--- config.mk ---
export PLATFORM = sky130hd
export DESIGN_NAME = wdog_top
export DESIGN_NICKNAME = d
export VERILOG_FILES = /design/src/rtl/wdog_pkg.sv /design/src/rtl/wdog_mode_reg.sv /design/src/rtl/wdog_counter.sv /design/src/rtl/wdog_status.sv /design/src/rtl/wdog_top.sv
export SDC_FILE = /design/constraint.sdc
export NUM_CORES = 1
export LEC_CHECK = 0
export BUFFER_PORTS_ARGS = -buffer_cell sky130_fd_sc_hd__buf_2
export CORE_MARGIN = 4
export CORE_UTILIZATION = 56
export CTS_BUF_LIST = sky130_fd_sc_hd__clkbuf_16
export DETAILED_ROUTE_END_ITERATION = 12
export PLACE_DENSITY = 0.82
export SYNTH_ARGS = -nofsm -noshare
export SYNTH_HDL_FRONTEND = slang
export SYNTH_SLANG_ARGS = --single-unit
--- constraint.sdc ---
create_clock -name clk -period 3.38 [get_ports clk]
set_clock_uncertainty 0.15 [all_clocks]
set_input_delay 0.338 -clock clk [delete_from_list [all_inputs] [get_ports clk]]
set_output_delay 0.338 -clock clk [all_outputs]
set_load 0.02 [all_outputs]
--- src/rtl/wdog_pkg.sv ---
package wdog_pkg;
  localparam int NPER = 7;
  typedef logic [2:0] per_idx_t;

  // Decode the 7 writable mode bits into a period index 0..6.
  function automatic per_idx_t decode_period(input logic [6:0] m);
    per_idx_t r;
    unique case (m[6:4])
      3'b001:  r = 3'd4;
      3'b010:  r = 3'd5;
      3'b100:  r = 3'd6;
      default: r = {1'b0, m[1:0]};
    endcase
    return r;
  endfunction

  function automatic int unsigned max7(input int unsigned a, b, c, d, e, f, g);
    int unsigned x;
    x = a;
    if (b > x) x = b;
    if (c > x) x = c;
    if (d > x) x = d;
    if (e > x) x = e;
    if (f > x) x = f;
    if (g > x) x = g;
    return x;
  endfunction
endpackage

--- src/rtl/wdog_mode_reg.sv ---
module wdog_mode_reg
  import wdog_pkg::*;
#(
  parameter logic [6:0] RST_VAL = 7'h0D
) (
  input  logic       clk,
  input  logic       rst,
  input  logic       we,
  input  logic [7:0] wdata,
  output per_idx_t   per_idx,
  output logic       halt_en,
  output logic       stop_en
);
  logic [6:0] mode_q;

  always_ff @(posedge clk) begin
    if (rst)     mode_q <= RST_VAL;
    else if (we) mode_q <= wdata[6:0];
  end

  assign per_idx = decode_period(mode_q);
  assign halt_en = mode_q[2];
  assign stop_en = mode_q[3];
endmodule

--- src/rtl/wdog_counter.sv ---
module wdog_counter #(
  parameter int CW = 13
) (
  input  logic          clk,
  input  logic          rst,
  input  logic          clr,
  input  logic          step,
  input  logic [CW-1:0] limit,
  output logic          expire
);
  logic [CW-1:0] cnt_q;
  logic          last;

  assign last = (cnt_q >= (limit - CW'(1)));

  always_ff @(posedge clk) begin
    if (rst) begin
      cnt_q  <= '0;
      expire <= 1'b0;
    end else begin
      expire <= 1'b0;
      if (clr) begin
        cnt_q <= '0;
      end else if (step) begin
        if (last) begin
          cnt_q  <= '0;
          expire <= 1'b1;
        end else begin
          cnt_q <= cnt_q + CW'(1);
        end
      end
    end
  end
endmodule

--- src/rtl/wdog_status.sv ---
module wdog_status (
  input  logic clk,
  input  logic por,
  input  logic wdt_evt,
  input  logic smr_evt,
  output logic flag
);
  always_ff @(posedge clk) begin
    if (por || wdt_evt) flag <= 1'b0;
    else if (smr_evt)   flag <= 1'b1;
  end
endmodule

--- src/rtl/wdog_top.sv ---
module wdog_top
  import wdog_pkg::*;
#(
  parameter int unsigned TICKS_0 = 5,
  parameter int unsigned TICKS_1 = 10,
  parameter int unsigned TICKS_2 = 20,
  parameter int unsigned TICKS_3 = 80,
  parameter int unsigned TICKS_4 = 320,
  parameter int unsigned TICKS_5 = 1280,
  parameter int unsigned TICKS_6 = 5120
) (
  input  logic       clk,
  input  logic       por_rst,
  input  logic       smr_pulse,
  input  logic       ms_tick,
  input  logic       mode_we,
  input  logic [7:0] mode_wdata,
  input  logic       kick,
  input  logic       halt_st,
  input  logic       stop_st,
  output logic       wdt_rst_req,
  output logic       smr_flag
);
  localparam int unsigned MAXT = max7(TICKS_0, TICKS_1, TICKS_2, TICKS_3,
                                      TICKS_4, TICKS_5, TICKS_6);
  localparam int CW = $clog2(MAXT + 1);
  localparam int unsigned TAB [NPER] = '{TICKS_0, TICKS_1, TICKS_2, TICKS_3,
                                         TICKS_4, TICKS_5, TICKS_6};

  per_idx_t      per_idx;
  logic          halt_en, stop_en, step;
  logic [CW-1:0] lim_tab [NPER];
  logic [CW-1:0] limit;

  genvar g;
  generate
    for (g = 0; g < NPER; g++) begin : g_lim
      assign lim_tab[g] = CW'(TAB[g]);
    end
  endgenerate

  assign limit = lim_tab[per_idx];
  assign step  = ms_tick && (!halt_st || halt_en) && (!stop_st || stop_en);

  wdog_mode_reg u_mode (
    .clk     (clk),
    .rst     (por_rst || wdt_rst_req),
    .we      (mode_we),
    .wdata   (mode_wdata),
    .per_idx (per_idx),
    .halt_en (halt_en),
    .stop_en (stop_en)
  );

  wdog_counter #(.CW(CW)) u_cnt (
    .clk    (clk),
    .rst    (por_rst),
    .clr    (kick || mode_we),
    .step   (step),
    .limit  (limit),
    .expire (wdt_rst_req)
  );

  wdog_status u_stat (
    .clk     (clk),
    .por     (por_rst),
    .wdt_evt (wdt_rst_req),
    .smr_evt (smr_pulse),
    .flag    (smr_flag)
  );
endmodule

==> impl_summary.txt <==
----------------------------------------------------
[Outcome]
  Outcome ... completed

[Synth]
  Yosys warning count ... 0
  Synth Flop Type ... dfxtp_1
  Synthesized Nets ... 192
  Post-synth EDFFs ... 0
  Count of distinct cell types in the synthesized netlist ... 35
  Mean instance size in the synthesized netlist ... 8.49 um^2
  Sequential cell area fraction in the yosys report ... 32.0%
  Flip-flop and latch count after synthesis ... 22
  Synthesized area ... 1380 um^2
  Share of async-settable or async-resettable flops after synthesis ... 0%
  Cells after synthesis ... 162

[Timing]
  WHS ... 0.128 ns
  Final setup slack of the worst path ... 0.498 ns
  Hold Violations, Final ... 0
  Pins Over Slew Limit ... 0
  Number of setup violations in the final report ... 0
  Setup repair after global routing missed its margin ... no
  Final critical delay including setup and external delays ... 2.88 ns
  Fin Setup TNS ... 0 ns
  Share of the clock period used by the worst path ... 85.3%
  Fmax ... 347 MHz

[Setup path]
  CP endpoint ... u_cnt.cnt_q[6]
  Dominant delay contributor by cell family on the critical path ... simple AND/OR/NAND/NOR gates
  R2R setup slack ... 0.50 ns
  Element type at the critical path end ... flop
  Cell type with the highest occurrence count on the critical path ... nand2_1
  Combined buffer and inverter count along the critical path ... 1
  Type of the worst setup path ... flop to flop
  Critical path cell sequence ... or3b_2 > nand2_1 > a21oi_1 > ha_1 > nand4_1 > o221ai_1 > nand2_1 > a31oi_2 > buf_4 > nor3b_1
  Launch point of the critical path ... u_mode.mode_q[5]
  Reg2reg start ... u_mode.mode_q[5]
  Biggest cell delay along the critical path ... 0.49 ns
  Critical path depth in cells ... 10
  Path depth of the worst reg2reg path ... 10
  Arrival time of the worst setup path ... 2.87 ns
  CP max stage cell ... or3b_2
  Kind of launch point of the worst setup path ... flop
  CP max FO ... 9
  Worst EP required ... 3.37 ns
  End of the worst register-to-register path ... u_cnt.cnt_q[6]

[Power and ir drop]
  Sequential cell fraction of total power ... 40.4%
  Logic pwr share ... 11.1%
  Maximum resistive drop on vdd ... 0.000392 V
  Share of power burned in the clock network ... 48.5%
  Reported net switching power ... 0.142 mW
  Static Leak ... 0.662 nW
  Cell internal pwr ... 0.534 mW
  Switching power as a share of total power ... 21.0%
  Power per cell area ... 424 nW/um^2

[Global routing]
  Overall overflow remaining after global route ... 0
  Pin count of the biggest net entering global routing ... 15
  Initial antenna violation count ... 0
  Number of global-route vias before repair ... 1152
  Combined global-route utilization of all metal layers ... 19.0%
  Global-route wire length before repair ... 4.95 mm

[Routing]
  Via count of the routed design ... 1222
  Initial DRT Pass Iterations ... 4
  Remaining antenna violation count ... 0
  Iteration-0 DRC count of the detailed router ... 45
  Routed wire per std cell ... 14.2 um
  Average vias per placed instance ... 5.85
  Total wirelength of the detailed-routed design ... 2.97 mm
  Number of DRC violations after detailed routing ... 0

[Clocking]
  Clk slew on worst S/H paths ... 0.06 ns
  Clock buffer count from CTS ... 3
  Number of sinks driven by the clock tree ... 22
  Buffer levels on the longest clock path ... 2
  Root cell of the clock tree ... clkbuf_16
  Post-cts gate resize count ... 0
  Number of setup buffers added after CTS ... 0
  TritonCTS clock tree ... done
  Clock network latency to the later pin of the worst-skew pair ... 0.25 ns
  CTS hold repair buffers ... 0
  H-Tree Level Count ... 1

[Placed design]
  IO Port Bufs ... 16
  RD Place Congestion ... 0.767
  Area after DPL ... 1490 um^2
  Minimum setup slack after placement ... 0.576 ns
  Placed wire-length estimate ... 2.35 mm

[Final layout]
  Layout overhead on the synthesized area ... 16.1%
  NumNets Final ... 212
  Layout cell share with drive strength beyond 1 ... 16.0%
  Fin area ... 1600 um^2
  Antenna cells ... 0
  Number of filler cells placed in the layout ... 168
  Core Util, Final ... 70.1%
  Commonest cells after routing, fill and taps aside ... 22 x nand2_1, 22 x dfxtp_1, 18 x nor2_1

[Floorplanning]
  Vertical die dimension ... 57.6 um
  Initial core utilization ... 60.4%
  Die footprint ... 3310 um^2
  Boundary Pins ... 18
  Num rows ... 17
  Core Area ... 2280 um^2
  Die Wd ... 57.6 um

[Hold path]
  Hold/Removal Path Class ... input pin to flop

[Run]
  Total of max-cap violations ... 0

----------------------------------------------------
==> sequential cells by signal, summed over array words and instances (netlist names) <==
signal / count
u_cnt.cnt_q: 13
u_mode.mode_q: 7
u_stat.flag: 1
u_cnt.expire: 1
==> synthesized netlist by cell type (2+ instances only) <==
cell type  count  share of area (%)
mux2i_1        7                5.1
xnor2_1       10                6.4
buf_2          2               0.73
nor2b_1        2               0.91
and2_1         3                1.4
nand2b_1       4                1.8
nor3_1         5                1.8
dfxtp_1       22                 32
nor3b_2        2                1.8
nor3b_1        6                3.3
ha_1          14                 13
nand4_1        8                3.6
nor3_2         2                1.5
nand2_1       22                6.0
a21oi_1        8                2.9
nand3_1        3                1.1
xor2_1         3                1.9
nor2_1        18                4.9
inv_1          5                1.4
==> through the flow <==
stage	std cells	total power [mW]
global placement	205	0.345
floorplan	162	0.328
CTS	209	0.683
global route	209	0.708
detailed placement	205	0.352
finish	209	0.677
==> routing by layer <==
layer	track usage [%]	vias to the layer above	part of all wire, %
li1	-	606	-
met1	22.4	584	42
met2	34.2	24	52
met3	3.62	8	3.9
met4	5.96	0	1.8
met5	0	-	0
==> cell families after synthesis <==
group,Yosys count,share of synthesized area (%)
AO/OA/AOI/OAI,17,7.92
XOR/XNOR,13,8.28
buffers and inverters,8,2.37
AND/OR/NAND/NOR,80,31.3
other,1,0.273
multiplexers,7,5.10
adder cells (fa/ha/maj),14,12.7
flip-flops,22,32.0
==> worst min path at each step <==
| stage | end | slack [ns] | cells after the start | startpoint |
|---|---|---|---|---|
| after floorplan | u_mode.mode_q[1] | 0.27 | 1 | por_rst |
| after global placement | u_stat.flag | 0.29 | 1 | u_stat.flag |
| after detailed placement | u_stat.flag | 0.31 | 1 | u_stat.flag |
| after CTS | u_stat.flag | 0.13 | 2 | smr_pulse |
| after global routing | u_stat.flag | 0.13 | 2 | smr_pulse |
| final | u_stat.flag | 0.13 | 2 | smr_pulse |
==> area by class of cell <==
type	count	area (um^2)	share of cell area (%)
clock inverters	1	30.0	1.88
flip-flops and latches	22	440	27.6
clock buffers	3	75.1	4.70
inverters	5	18.8	1.18
multi-input cells	132	902	56.5
repair buffers	18	95.1	5.96
well taps	28	35.0	2.19
==> worst reg2reg max path, cell delays in order (launching register included) <==
cell,delay [ns]
dfxtp_1,0.42
or3b_2,0.49
nand2_1,0.18
a21oi_1,0.07
ha_1,0.33
nand4_1,0.13
o221ai_1,0.21
nand2_1,0.11
a31oi_2,0.36
buf_4,0.25
nor3b_1,0.08
==> power by group through the flow <==
stage                     Combinational (mW)  Clock (mW)  Sequential, mW
final                                 0.0752       0.328           0.273
after global routing                  0.0847       0.349           0.274
after CTS                             0.0749       0.335           0.273
after detailed placement              0.0736           0           0.279
after global placement                0.0670           0           0.279
after floorplan                       0.0502           0           0.278
(Power assumes the default switching activity.)
